<file path="src/rtl/syncq_pkg.sv">
package syncq_pkg;

  // Observations the datapath hands to the control each cycle
  typedef struct packed {
    logic rawEdge;    // recognised falling edge
    logic validEdge;  // edge that closes a measured period
    logic inWin;      // current count lies inside the window
    logic timeout;    // no edge for twice the local period
  } dpStat_t;

  // Strobes the control hands to the datapath
  typedef struct packed {
    logic launch;     // start the alignment delay
    logic launchLL;   // route the delayed pulse to the interleave output
    logic cancel;     // drop any pending pulse
  } ctlStrb_t;

endpackage

</file>
<file path="src/rtl/syncq_datapath.sv">
module syncq_datapath
  import syncq_pkg::*;
#(
  parameter int PER_W   = 16,
  parameter int DLY_W   = 12,
  parameter int SYNC_FF = 2
) (
  input  logic             clk,
  input  logic             rstN,
  input  logic             syncIn,
  input  logic [PER_W-1:0] localPeriod,
  input  logic [DLY_W-1:0] alignDelay,
  input  ctlStrb_t         strb,
  output dpStat_t          stat,
  output logic             fire,
  output logic             fireLL
);

  localparam int CNT_W = PER_W + 1;       // holds twice the local period
  localparam int MUL_W = CNT_W + 3;       // holds 7 times the count
  localparam logic [CNT_W-1:0] CNT_MAX = '1;

  // Synchroniser plus one history flop for edge detection
  logic [SYNC_FF:0] chain;
  always_ff @(posedge clk or negedge rstN) begin
    if (!rstN) chain <= '0;
    else       chain <= {chain[SYNC_FF-1:0], syncIn};
  end

  logic rawEdge;
  assign rawEdge = chain[SYNC_FF] & ~chain[SYNC_FF-1];

  // Clocks since the last recognised edge, saturating
  logic [CNT_W-1:0] cnt;
  logic             haveRef;
  logic             timeout;
  logic [CNT_W-1:0] twicePer;

  assign twicePer = {localPeriod, 1'b0};
  assign timeout  = haveRef && !rawEdge && (cnt >= twicePer);

  always_ff @(posedge clk or negedge rstN) begin
    if (!rstN) begin
      cnt     <= '0;
      haveRef <= 1'b0;
    end else begin
      if (rawEdge)             cnt <= CNT_W'(1);
      else if (cnt != CNT_MAX) cnt <= cnt + CNT_W'(1);
      if (rawEdge)             haveRef <= 1'b1;
      else if (timeout)        haveRef <= 1'b0;
    end
  end

  // Window: period no longer than local, no shorter than local/1.4
  logic [MUL_W-1:0] cntW, perW;
  logic             inWin;
  always_comb begin
    cntW  = MUL_W'(cnt);
    perW  = MUL_W'(localPeriod);
    inWin = (cntW <= perW) && ((cntW * MUL_W'(7)) >= (perW * MUL_W'(5)));
  end

  assign stat.rawEdge   = rawEdge;
  assign stat.validEdge = rawEdge && haveRef;
  assign stat.inWin     = inWin;
  assign stat.timeout   = timeout;

  // Alignment delay down-counter
  logic [DLY_W-1:0] dly;
  logic             busy;
  logic             modeLL;
  logic             expire;

  assign expire = busy && (dly == '0);
  assign fire   = expire && !modeLL;
  assign fireLL = expire && modeLL;

  always_ff @(posedge clk or negedge rstN) begin
    if (!rstN) begin
      dly    <= '0;
      busy   <= 1'b0;
      modeLL <= 1'b0;
    end else if (strb.launch) begin
      dly    <= alignDelay;
      busy   <= 1'b1;
      modeLL <= strb.launchLL;
    end else if (strb.cancel) begin
      busy   <= 1'b0;
    end else if (busy) begin
      if (dly == '0) busy <= 1'b0;
      else           dly  <= dly - DLY_W'(1);
    end
  end

endmodule

</file>
<file path="src/rtl/syncq_control.sv">
module syncq_control
  import syncq_pkg::*;
#(
  parameter int LOCK_CNT = 2
) (
  input  logic     clk,
  input  logic     rstN,
  input  dpStat_t  stat,
  input  logic     lightLoad,
  output ctlStrb_t strb,
  output logic     locked
);

  localparam int GOOD_W = $clog2(LOCK_CNT + 1);
  localparam logic [GOOD_W-1:0] GOOD_MAX = GOOD_W'(LOCK_CNT);

  logic [GOOD_W-1:0] good, goodNext;

  always_comb begin
    goodNext = good;
    if (stat.validEdge) begin
      if (!stat.inWin)           goodNext = '0;
      else if (good != GOOD_MAX) goodNext = good + GOOD_W'(1);
    end else if (stat.timeout) begin
      goodNext = '0;
    end
  end

  always_ff @(posedge clk or negedge rstN) begin
    if (!rstN) good <= '0;
    else       good <= goodNext;
  end

  assign locked = (good == GOOD_MAX);

  always_comb begin
    strb.launch   = stat.validEdge && stat.inWin &&
                    (lightLoad || (goodNext == GOOD_MAX));
    strb.launchLL = lightLoad;
    strb.cancel   = (stat.validEdge && !stat.inWin) || stat.timeout;
  end

endmodule

</file>
<file path="src/rtl/sync_window_qualifier.sv">
module sync_window_qualifier
  import syncq_pkg::*;
#(
  parameter int PER_W    = 16,
  parameter int DLY_W    = 12,
  parameter int SYNC_FF  = 2,
  parameter int LOCK_CNT = 2
) (
  input  logic             clk,
  input  logic             rstN,
  input  logic             syncIn,
  input  logic [PER_W-1:0] localPeriod,
  input  logic [DLY_W-1:0] alignDelay,
  input  logic             lightLoad,
  output logic             syncLocked,
  output logic             phaseReset,
  output logic             interleaveTrig
);

  dpStat_t  dpStat;
  ctlStrb_t ctlStrb;

  syncq_datapath #(
    .PER_W  (PER_W),
    .DLY_W  (DLY_W),
    .SYNC_FF(SYNC_FF)
  ) dp_i (
    .clk        (clk),
    .rstN       (rstN),
    .syncIn     (syncIn),
    .localPeriod(localPeriod),
    .alignDelay (alignDelay),
    .strb       (ctlStrb),
    .stat       (dpStat),
    .fire       (phaseReset),
    .fireLL     (interleaveTrig)
  );

  syncq_control #(
    .LOCK_CNT(LOCK_CNT)
  ) ctl_i (
    .clk      (clk),
    .rstN     (rstN),
    .stat     (dpStat),
    .lightLoad(lightLoad),
    .strb     (ctlStrb),
    .locked   (syncLocked)
  );

endmodule

</file>
<file path="config.mk">
export PLATFORM = sky130hd
export DESIGN_NAME = sync_window_qualifier
export DESIGN_NICKNAME = d
export VERILOG_FILES = /design/src/rtl/syncq_pkg.sv /design/src/rtl/syncq_datapath.sv /design/src/rtl/syncq_control.sv /design/src/rtl/sync_window_qualifier.sv
export SDC_FILE = /design/constraint.sdc
export NUM_CORES = 1
export LEC_CHECK = 0
export ABC_AREA = 0
export ABC_CLOCK_PERIOD_IN_PS = 6300
export BUFFER_PORTS_ARGS = -buffer_cell sky130_fd_sc_hd__buf_2
export CAP_MARGIN = 10
export CORE_MARGIN = 3
export CORE_UTILIZATION = 30
export DETAILED_ROUTE_END_ITERATION = 10
export PLACE_DENSITY = 0.56
export SYNTH_ARGS = -nofsm -noshare
export SYNTH_HDL_FRONTEND = slang
export SYNTH_SLANG_ARGS = --single-unit
</file>
<file path="constraint.sdc">
create_clock -name clk -period 6.3 [get_ports clk]
set_input_delay 0.945 -clock clk [delete_from_list [all_inputs] [get_ports clk]]
set_output_delay 0.945 -clock clk [all_outputs]
set_load 0.01 [all_outputs]
</file>
==> reports/qor.txt, run 1 <==
Result of the run: complete, no violations
Total number of vias: 3,993
Post-detailed-route count of antenna-violating nets: 0
Number of buffers added on ports: 34
Wire length of the first global-routing pass: 18.91 mm
Setup TNS after final layout: 0 ns
Die span in y: 135.4 um
Most frequent standard cell in the layout excluding fill and tap cells: sky130_fd_sc_hd__ha_1
Fill cell count: 1,671
Final non-filler cell total: 806
Kind of launch point of the worst setup path: register
Post-synth EDFFs: 0
Post-synthesis cell count: 551
1st-pass router iterations: 4
Max H-tree Level: 2
Via count of the first global-routing pass: 4,079
Capturing element type of the critical path: register
Tightest Pin Transition: 0.8440 ns
Routability congestion estimate from global placement: 0.8408
Wirelength per Cell: 13.90 um
Flip-flop cell with the highest count after synthesis: sky130_fd_sc_hd__dfrtp_1
Signed area change from the synthesized netlist to the final layout: 11.43%
Seq/Total Area, Yosys: 18.42%
Mapped Avg Cell Area: 9.122 um2
Worst setup slack before clock tree synthesis: 0.3447 ns
FMAX: 171.1 MHz
Post-DP HPWL: 9.220 mm
Data required time of the worst path: 6.46 ns
TritonCTS Buffers: 5
Clock root cell: sky130_fd_sc_hd__clkbuf_16
Final Hold Fails: 0
Maximum number of buffers from clock root to sink: 2
GRT Overall Usage: 12.40%
TritonCTS clock tree: built
Placed Instances: 798
CTS hold repair buffers: 0
Count of nets after finishing: 754
Peak supply drop: 0.0001101 V
Final period demand of the worst path: 5.844 ns
Data arrival time of the worst path: 6.01 ns
Ratio of final minimum period to clock period: 92.77%
Worst-path clk slew: 0.05 ns
Total DRC errors in the routed layout: 0
Share of async-settable or async-resettable flops after synthesis: 100.0%
Count of pins on the block boundary: 35
Power Dens Cells: 210.1 nW/um2
Multi-input combinational cell area: 3918 um2
Path type of the worst min-delay path: reg2reg
Core region area: 16,120 um2
Horizontal die dimension: 135.4 um
Final setup violation count: 0
Area occupied by registers: 925.9 um2
Clk_lat worst skew: 0.28 ns
Number of nets in the synthesized netlist: 716
Worst-path maximum fanout: 13
Max-cap viol count: 0
Grt total ovfl: 0
Synthesized cell area: 5026 um2
Initial core utilization: 31.19%
Unique masters post-synth: 62
Number of max-slew violations in the final report: 0
Number of diodes: 0
Floorplan die area: 18,340 um2
Classification of the worst setup path: reg2reg
Unrepaired setup endpoints after global routing: false
Number of antenna violations at the first check in global routing: 0
Layout cell share with drive strength beyond 1: 11.69%
Leading cell types in the layout, fill and taps excluded: sky130_fd_sc_hd__ha_1, sky130_fd_sc_hd__nor2_1, sky130_fd_sc_hd__a21oi_1
Relative slew slack: 43.73%
Number of sinks driven by the clock tree: 37
Setup skew after layout: 0.007054 ns
Static leakage power: 2.876 nW
Synthesis Warnings: 0
Number of setup buffers added after CTS: 0
Worst path setup slack after routing: 0.4557 ns
Count of routing violations after the opening detailed-route iteration: 157
Total detailed-routing wirelength: 11.20 mm
Site Rows: 46
Via density per instance: 4.954
Largest net degree at the start of global routing: 38
Post-synthesis register bit count: 37
==> sequential cells by signal, summed over array words and instances, names as in the netlist <==
| signal | flops |
|---|---|
| dp_i.haveRef | 1 |
| dp_i.cnt | 17 |
| dp_i.dly | 12 |
| ctl_i.good | 2 |
| dp_i.modeLL | 1 |
| dp_i.chain | 3 |
| dp_i.busy | 1 |
==> metal layers <==
metal / up-vias / wire, um / global-route usage, %
met5: - / 0 / 0
met4: 0 / 108 / 1.680
met3: 9 / 340 / 1.857
met2: 51 / 5371 / 21.02
met1: 1897 / 5380 / 17.19
li1: 2036 / - / -
==> final timing paths <==
kind                                    startpoint                       end  slack [ns]  cells after the start
max                        dp_i.cnt[2]$_DFFE_PN0P_   dp_i.dly[6]$_DFFE_PN0P_        0.46                     21
min                        dp_i.chain[0]$_DFF_PN0_   dp_i.chain[1]$_DFF_PN0_        0.35                      0
max reg2reg                dp_i.cnt[2]$_DFFE_PN0P_   dp_i.dly[6]$_DFFE_PN0P_        0.46                     21
min reg2reg                dp_i.chain[0]$_DFF_PN0_   dp_i.chain[1]$_DFF_PN0_        0.35                      0
max in group asynchronous                     rstN   dp_i.dly[7]$_DFFE_PN0P_        4.99                      1
min in group asynchronous                     rstN  dp_i.dly[10]$_DFFE_PN0P_        0.76                      1
==> cell type report <==
class / count / area share [%]
Sequential cell: 37 / 16.53
Inverter: 42 / 2.815
Timing Repair Buffer: 37 / 3.441
Tap cell: 216 / 4.826
Multi-Input combinational cell: 466 / 69.95
Clock buffer: 8 / 2.435
==> kinds of logic (layout without fill, tap and decap cells) <==
group / count (synthesis) / in the layout / synth area share (%)
multiplexers: 15 / 15 / 3.286
AND/OR/NAND/NOR: 162 / 162 / 16.36
AO/OA/AOI/OAI: 107 / 107 / 13.84
adder cells (fa/ha/maj): 133 / 133 / 35.80
XOR/XNOR: 49 / 49 / 8.539
buffers and inverters: 48 / 87 / 3.759
flip-flops: 37 / 37 / 18.42
==> worst max-delay path, cell delays in order, from the launching register on <==
cell and delay, ns:
sky130_fd_sc_hd__dfrtp_1 0.56, sky130_fd_sc_hd__fa_1 0.49, sky130_fd_sc_hd__ha_1 0.22, sky130_fd_sc_hd__fa_1 0.41
sky130_fd_sc_hd__a21o_1 0.20, sky130_fd_sc_hd__a21oi_1 0.22, sky130_fd_sc_hd__o21bai_1 0.11, sky130_fd_sc_hd__a2111oi_0 0.67
sky130_fd_sc_hd__nor3b_1 0.21, sky130_fd_sc_hd__o311ai_1 0.31, sky130_fd_sc_hd__a21oi_1 0.11, sky130_fd_sc_hd__nor2_1 0.12
sky130_fd_sc_hd__xnor2_1 0.14, sky130_fd_sc_hd__ha_1 0.27, sky130_fd_sc_hd__a211oi_1 0.23, sky130_fd_sc_hd__and3_1 0.19
sky130_fd_sc_hd__o2111ai_1 0.11, sky130_fd_sc_hd__a21oi_1 0.32, sky130_fd_sc_hd__o2bb2ai_2 0.29, sky130_fd_sc_hd__nand3_1 0.19
sky130_fd_sc_hd__xnor2_1 0.07, sky130_fd_sc_hd__mux2_2 0.25
==> through the flow <==
stage | power [mW] | util (%) | hold WS [ns] | area (um2)
after floorplan | 0.7908 | - | 0.3312 | 5026
after global placement | 0.9203 | 33.87 | 0.3455 | 5458
after detailed placement | 0.9350 | 33.87 | 0.3396 | 5458
after CTS | 1.188 | 34.71 | 0.3514 | 5594
after global routing | 1.301 | 34.75 | 0.3644 | 5600
final | 1.176 | 34.75 | 0.3468 | 5600
==> power breakdown <==
group / switching [mW] / leakage (nW) / internal, mW / total (mW)
registers: 0.0613 / 0.476 / 0.284 / 0.345
clock network: 0.0938 / 0.0652 / 0.147 / 0.241
logic: 0.311 / 2.33 / 0.279 / 0.590
==> cells in the mapped netlist, types with 3 or more instances <==
master / number / area [um2]
sky130_fd_sc_hd__a211oi_1: 6 / 45.04
sky130_fd_sc_hd__o21ai_1: 13 / 65.06
sky130_fd_sc_hd__nor2_1: 47 / 176.4
sky130_fd_sc_hd__inv_1: 37 / 138.9
sky130_fd_sc_hd__ha_1: 115 / 1439
sky130_fd_sc_hd__fa_1: 18 / 360.4
sky130_fd_sc_hd__o21bai_1: 3 / 22.52
sky130_fd_sc_hd__clkbuf_1: 3 / 11.26
sky130_fd_sc_hd__nand2b_1: 6 / 37.54
sky130_fd_sc_hd__o31a_1: 3 / 26.28
sky130_fd_sc_hd__dfrtp_1: 37 / 925.9
sky130_fd_sc_hd__xor2_1: 17 / 148.9
sky130_fd_sc_hd__inv_2: 4 / 15.01
sky130_fd_sc_hd__o21ai_0: 6 / 30.03
sky130_fd_sc_hd__mux2i_1: 3 / 30.03
sky130_fd_sc_hd__a21o_1: 11 / 82.58
sky130_fd_sc_hd__nand2_1: 29 / 108.9
sky130_fd_sc_hd__xnor2_1: 32 / 280.3
sky130_fd_sc_hd__o21a_1: 4 / 30.03
sky130_fd_sc_hd__nor3_1: 10 / 50.05
sky130_fd_sc_hd__o211ai_1: 3 / 22.52
sky130_fd_sc_hd__and3_1: 7 / 43.79
sky130_fd_sc_hd__or2_1: 6 / 37.54
sky130_fd_sc_hd__nor2b_1: 8 / 50.05
sky130_fd_sc_hd__nand2_2: 7 / 43.79
sky130_fd_sc_hd__a21oi_1: 40 / 200.2
sky130_fd_sc_hd__nand3_1: 12 / 60.06
sky130_fd_sc_hd__nand4_1: 7 / 43.79
sky130_fd_sc_hd__mux2_2: 10 / 112.6
sky130_fd_sc_hd__or3_1: 6 / 37.54
sky130_fd_sc_hd__nor4_1: 6 / 37.54
==> what timing repair did <==
action / 4_1_cts / 5_1_grt
endpoints found under the hold margin: 0 / 0
endpoints found under the setup margin: 0 / 12
gates resized for setup: 0 / 1
Note: power is estimated with default switching activity, not from simulation.
==> inputs of run 2 (changes only) <==
ABC_CLOCK_PERIOD_IN_PS = 6800   (was 6300)
CORE_ASPECT_RATIO = 1.4   (was not set)
clock period = 6.8 ns   (was 6.3 ns; I/O delays follow)
==> run 2 against run 1 <==
Against the previous run: critical path depth fell by 1; final area fell by 0.34%; first-iteration DRC count fell by 25%; sequential power fell by 7.0%; final cell count fell by 2.5%; combinational power fell by 8.0%; critical endpoint is now dp_i.dly[7]$_DFFE_PN0P_; largest power group unchanged.
==> reports/qor.txt, run 2 (same netlist as run 1, synthesis figures left out) <==
GRT Overall Usage: 12.82%
Via count of the first global-routing pass: 4,184
Post-detailed-route count of antenna-violating nets: 0
Leading cell types in the layout, fill and taps excluded: sky130_fd_sc_hd__ha_1, sky130_fd_sc_hd__nor2_1, sky130_fd_sc_hd__a21oi_1
Floorplan die area: 18,370 um2
Number of setup buffers added after CTS: 0
Worst hold slack: 0.3517 ns
Register name with the most flops: dp_i.cnt
Site Rows: 55
Total detailed-routing wirelength: 11.46 mm
Setup TNS after final layout: 0 ns
Area of placed instances: 5421 um2
Count of pins on the block boundary: 35
Largest registers in the final layout: dp_i.cnt (17), dp_i.dly (12), dp_i.chain (3)
Largest net degree at the start of global routing: 38
Clock root cell: sky130_fd_sc_hd__clkbuf_16
Worst-path clk slew: 0.06 ns
Worst-path maximum fanout: 13
1st-pass router iterations: 4
TritonCTS clock tree: built
Total DRC errors in the routed layout: 0
Layout cell share with drive strength beyond 1: 11.75%
Relative slew slack: 35.37%
Static leakage power: 2.871 nW
Result of the run: complete, no violations
Capturing element type of the critical path: register
Flip-flop count of the largest register, all copies and words added: 17
Data arrival time of the worst path: 6.14 ns
Grt total ovfl: 0
Final period demand of the worst path: 5.968 ns
Ratio of final minimum period to clock period: 87.77%
Most frequent standard cell in the layout excluding fill and tap cells: sky130_fd_sc_hd__ha_1
Max H-tree Level: 2
CTS hold repair buffers: 0
Number of buffers added on ports: 34
Initial core utilization: 30.82%
Kind of launch point of the worst setup path: register
Wirelength per Cell: 14.59 um
Final Hold Fails: 0
Post-DP HPWL: 9.550 mm
Tightest Pin Transition: 0.9642 ns
Setup skew after layout: 0.005982 ns
Count of nets after finishing: 752
TritonCTS Buffers: 5
Number of max-slew violations in the final report: 0
Final setup violation count: 0
Path type of the worst min-delay path: reg2reg
Power Dens Cells: 201.1 nW/um2
Clk_lat worst skew: 0.28 ns
Data required time of the worst path: 6.97 ns
Signed area change from the synthesized netlist to the final layout: 11.05%
Classification of the worst setup path: reg2reg
Post-route standard cell area excluding fillers: 5582 um2
Unrepaired setup endpoints after global routing: false
Fill cell count: 1,624
Routability congestion estimate from global placement: 0.8645
Power, Total: 1.123 mW
Count of routing violations after the opening detailed-route iteration: 117
FMAX: 167.5 MHz
Maximum number of buffers from clock root to sink: 2
Number of diodes: 0
Peak supply drop: 0.00009116 V
Number of sinks driven by the clock tree: 37
Wire length of the first global-routing pass: 19.59 mm
Via density per instance: 5.115
Total number of vias: 4,020
Max-cap viol count: 0
Horizontal die dimension: 115.4 um
Core region area: 16,310 um2
Die span in y: 159.2 um
Number of antenna violations at the first check in global routing: 0
Resized Gates After CTS: 0
[run 2: cell count changes in the layout (fill, tap and decap cells not counted)]
cell and delta:
sky130_fd_sc_hd__clkbuf_1 -3, sky130_fd_sc_hd__buf_4 -2, sky130_fd_sc_hd__bufinv_16 +1, sky130_fd_sc_hd__clkinv_2 +1
sky130_fd_sc_hd__nor3_2 +1, sky130_fd_sc_hd__nor3_4 -1
[run 2: worst max-delay path, cell delays in order, from the launching register on]
cell and delay [ns]:
sky130_fd_sc_hd__dfrtp_1 0.55, sky130_fd_sc_hd__fa_1 0.48, sky130_fd_sc_hd__ha_1 0.21, sky130_fd_sc_hd__fa_1 0.40
sky130_fd_sc_hd__a21o_1 0.20, sky130_fd_sc_hd__a21oi_1 0.23, sky130_fd_sc_hd__o21bai_1 0.12, sky130_fd_sc_hd__a2111oi_0 0.63
sky130_fd_sc_hd__nor3b_1 0.19, sky130_fd_sc_hd__o311ai_1 0.33, sky130_fd_sc_hd__a21oi_1 0.10, sky130_fd_sc_hd__nor2_1 0.11
sky130_fd_sc_hd__xnor2_1 0.08, sky130_fd_sc_hd__ha_1 0.29, sky130_fd_sc_hd__a211oi_1 0.07, sky130_fd_sc_hd__and3_1 0.16
sky130_fd_sc_hd__o2111ai_1 0.10, sky130_fd_sc_hd__a21oi_1 0.13, sky130_fd_sc_hd__nand2b_1 0.23, sky130_fd_sc_hd__nor3_2 0.80
sky130_fd_sc_hd__mux2_2 0.42
[run 2: area by class of cell]
class,instances,area (um2),area share [%]
flip-flops and latches,37,925.9,16.59
multi-input cells,466,3911,70.07
well taps,199,249.0,4.461
clock inverters,2,35.03,0.6277
clock buffers,5,125.1,2.242
inverters,42,157.7,2.824
repair buffers,35,177.7,3.183
[run 2: final timing paths]
check                                   startpoint                      end  slack (ns)  depth (start not counted)
max                        dp_i.cnt[2]$_DFFE_PN0P_  dp_i.dly[7]$_DFFE_PN0P_        0.83                         20
min                        dp_i.chain[0]$_DFF_PN0_  dp_i.chain[1]$_DFF_PN0_        0.35                          0
max reg2reg                dp_i.cnt[2]$_DFFE_PN0P_  dp_i.dly[7]$_DFFE_PN0P_        0.83                         20
min reg2reg                dp_i.chain[0]$_DFF_PN0_  dp_i.chain[1]$_DFF_PN0_        0.35                          0
max in group asynchronous                     rstN  dp_i.cnt[8]$_DFFE_PN0P_        5.42                          1
min in group asynchronous                     rstN  dp_i.dly[5]$_DFFE_PN0P_        0.84                          1
[run 2: layer usage]
metal,part of all wire (%),wire length [um],global-route usage (%),up-vias
met5,0,0,0,-
met1,42,4785,14.82,1932
li1,-,-,-,2028
met4,3.0,346,4.431,0
met2,53,6126,23.87,42
met3,1.8,206,1.369,18
[run 2: metrics by stage]
stage / cells / utilization, % / setup WS, ns
3_5_place_dp: 779 / 33.24 / 0.8727
2_1_floorplan: 551 / - / 1.733
5_1_grt: 786 / 34.22 / 0.3190
4_1_cts: 786 / 34.22 / 0.8065
6_report: 786 / 34.22 / 0.8316
3_3_place_gp: 779 / 33.24 / 0.8992
[run 2: power breakdown]
group          leakage, nW  total (mW)  switching [mW]  internal [mW]
combinational         2.32       0.543           0.284          0.259
sequential           0.476       0.321          0.0582          0.263
clock               0.0797       0.258          0.0882          0.170
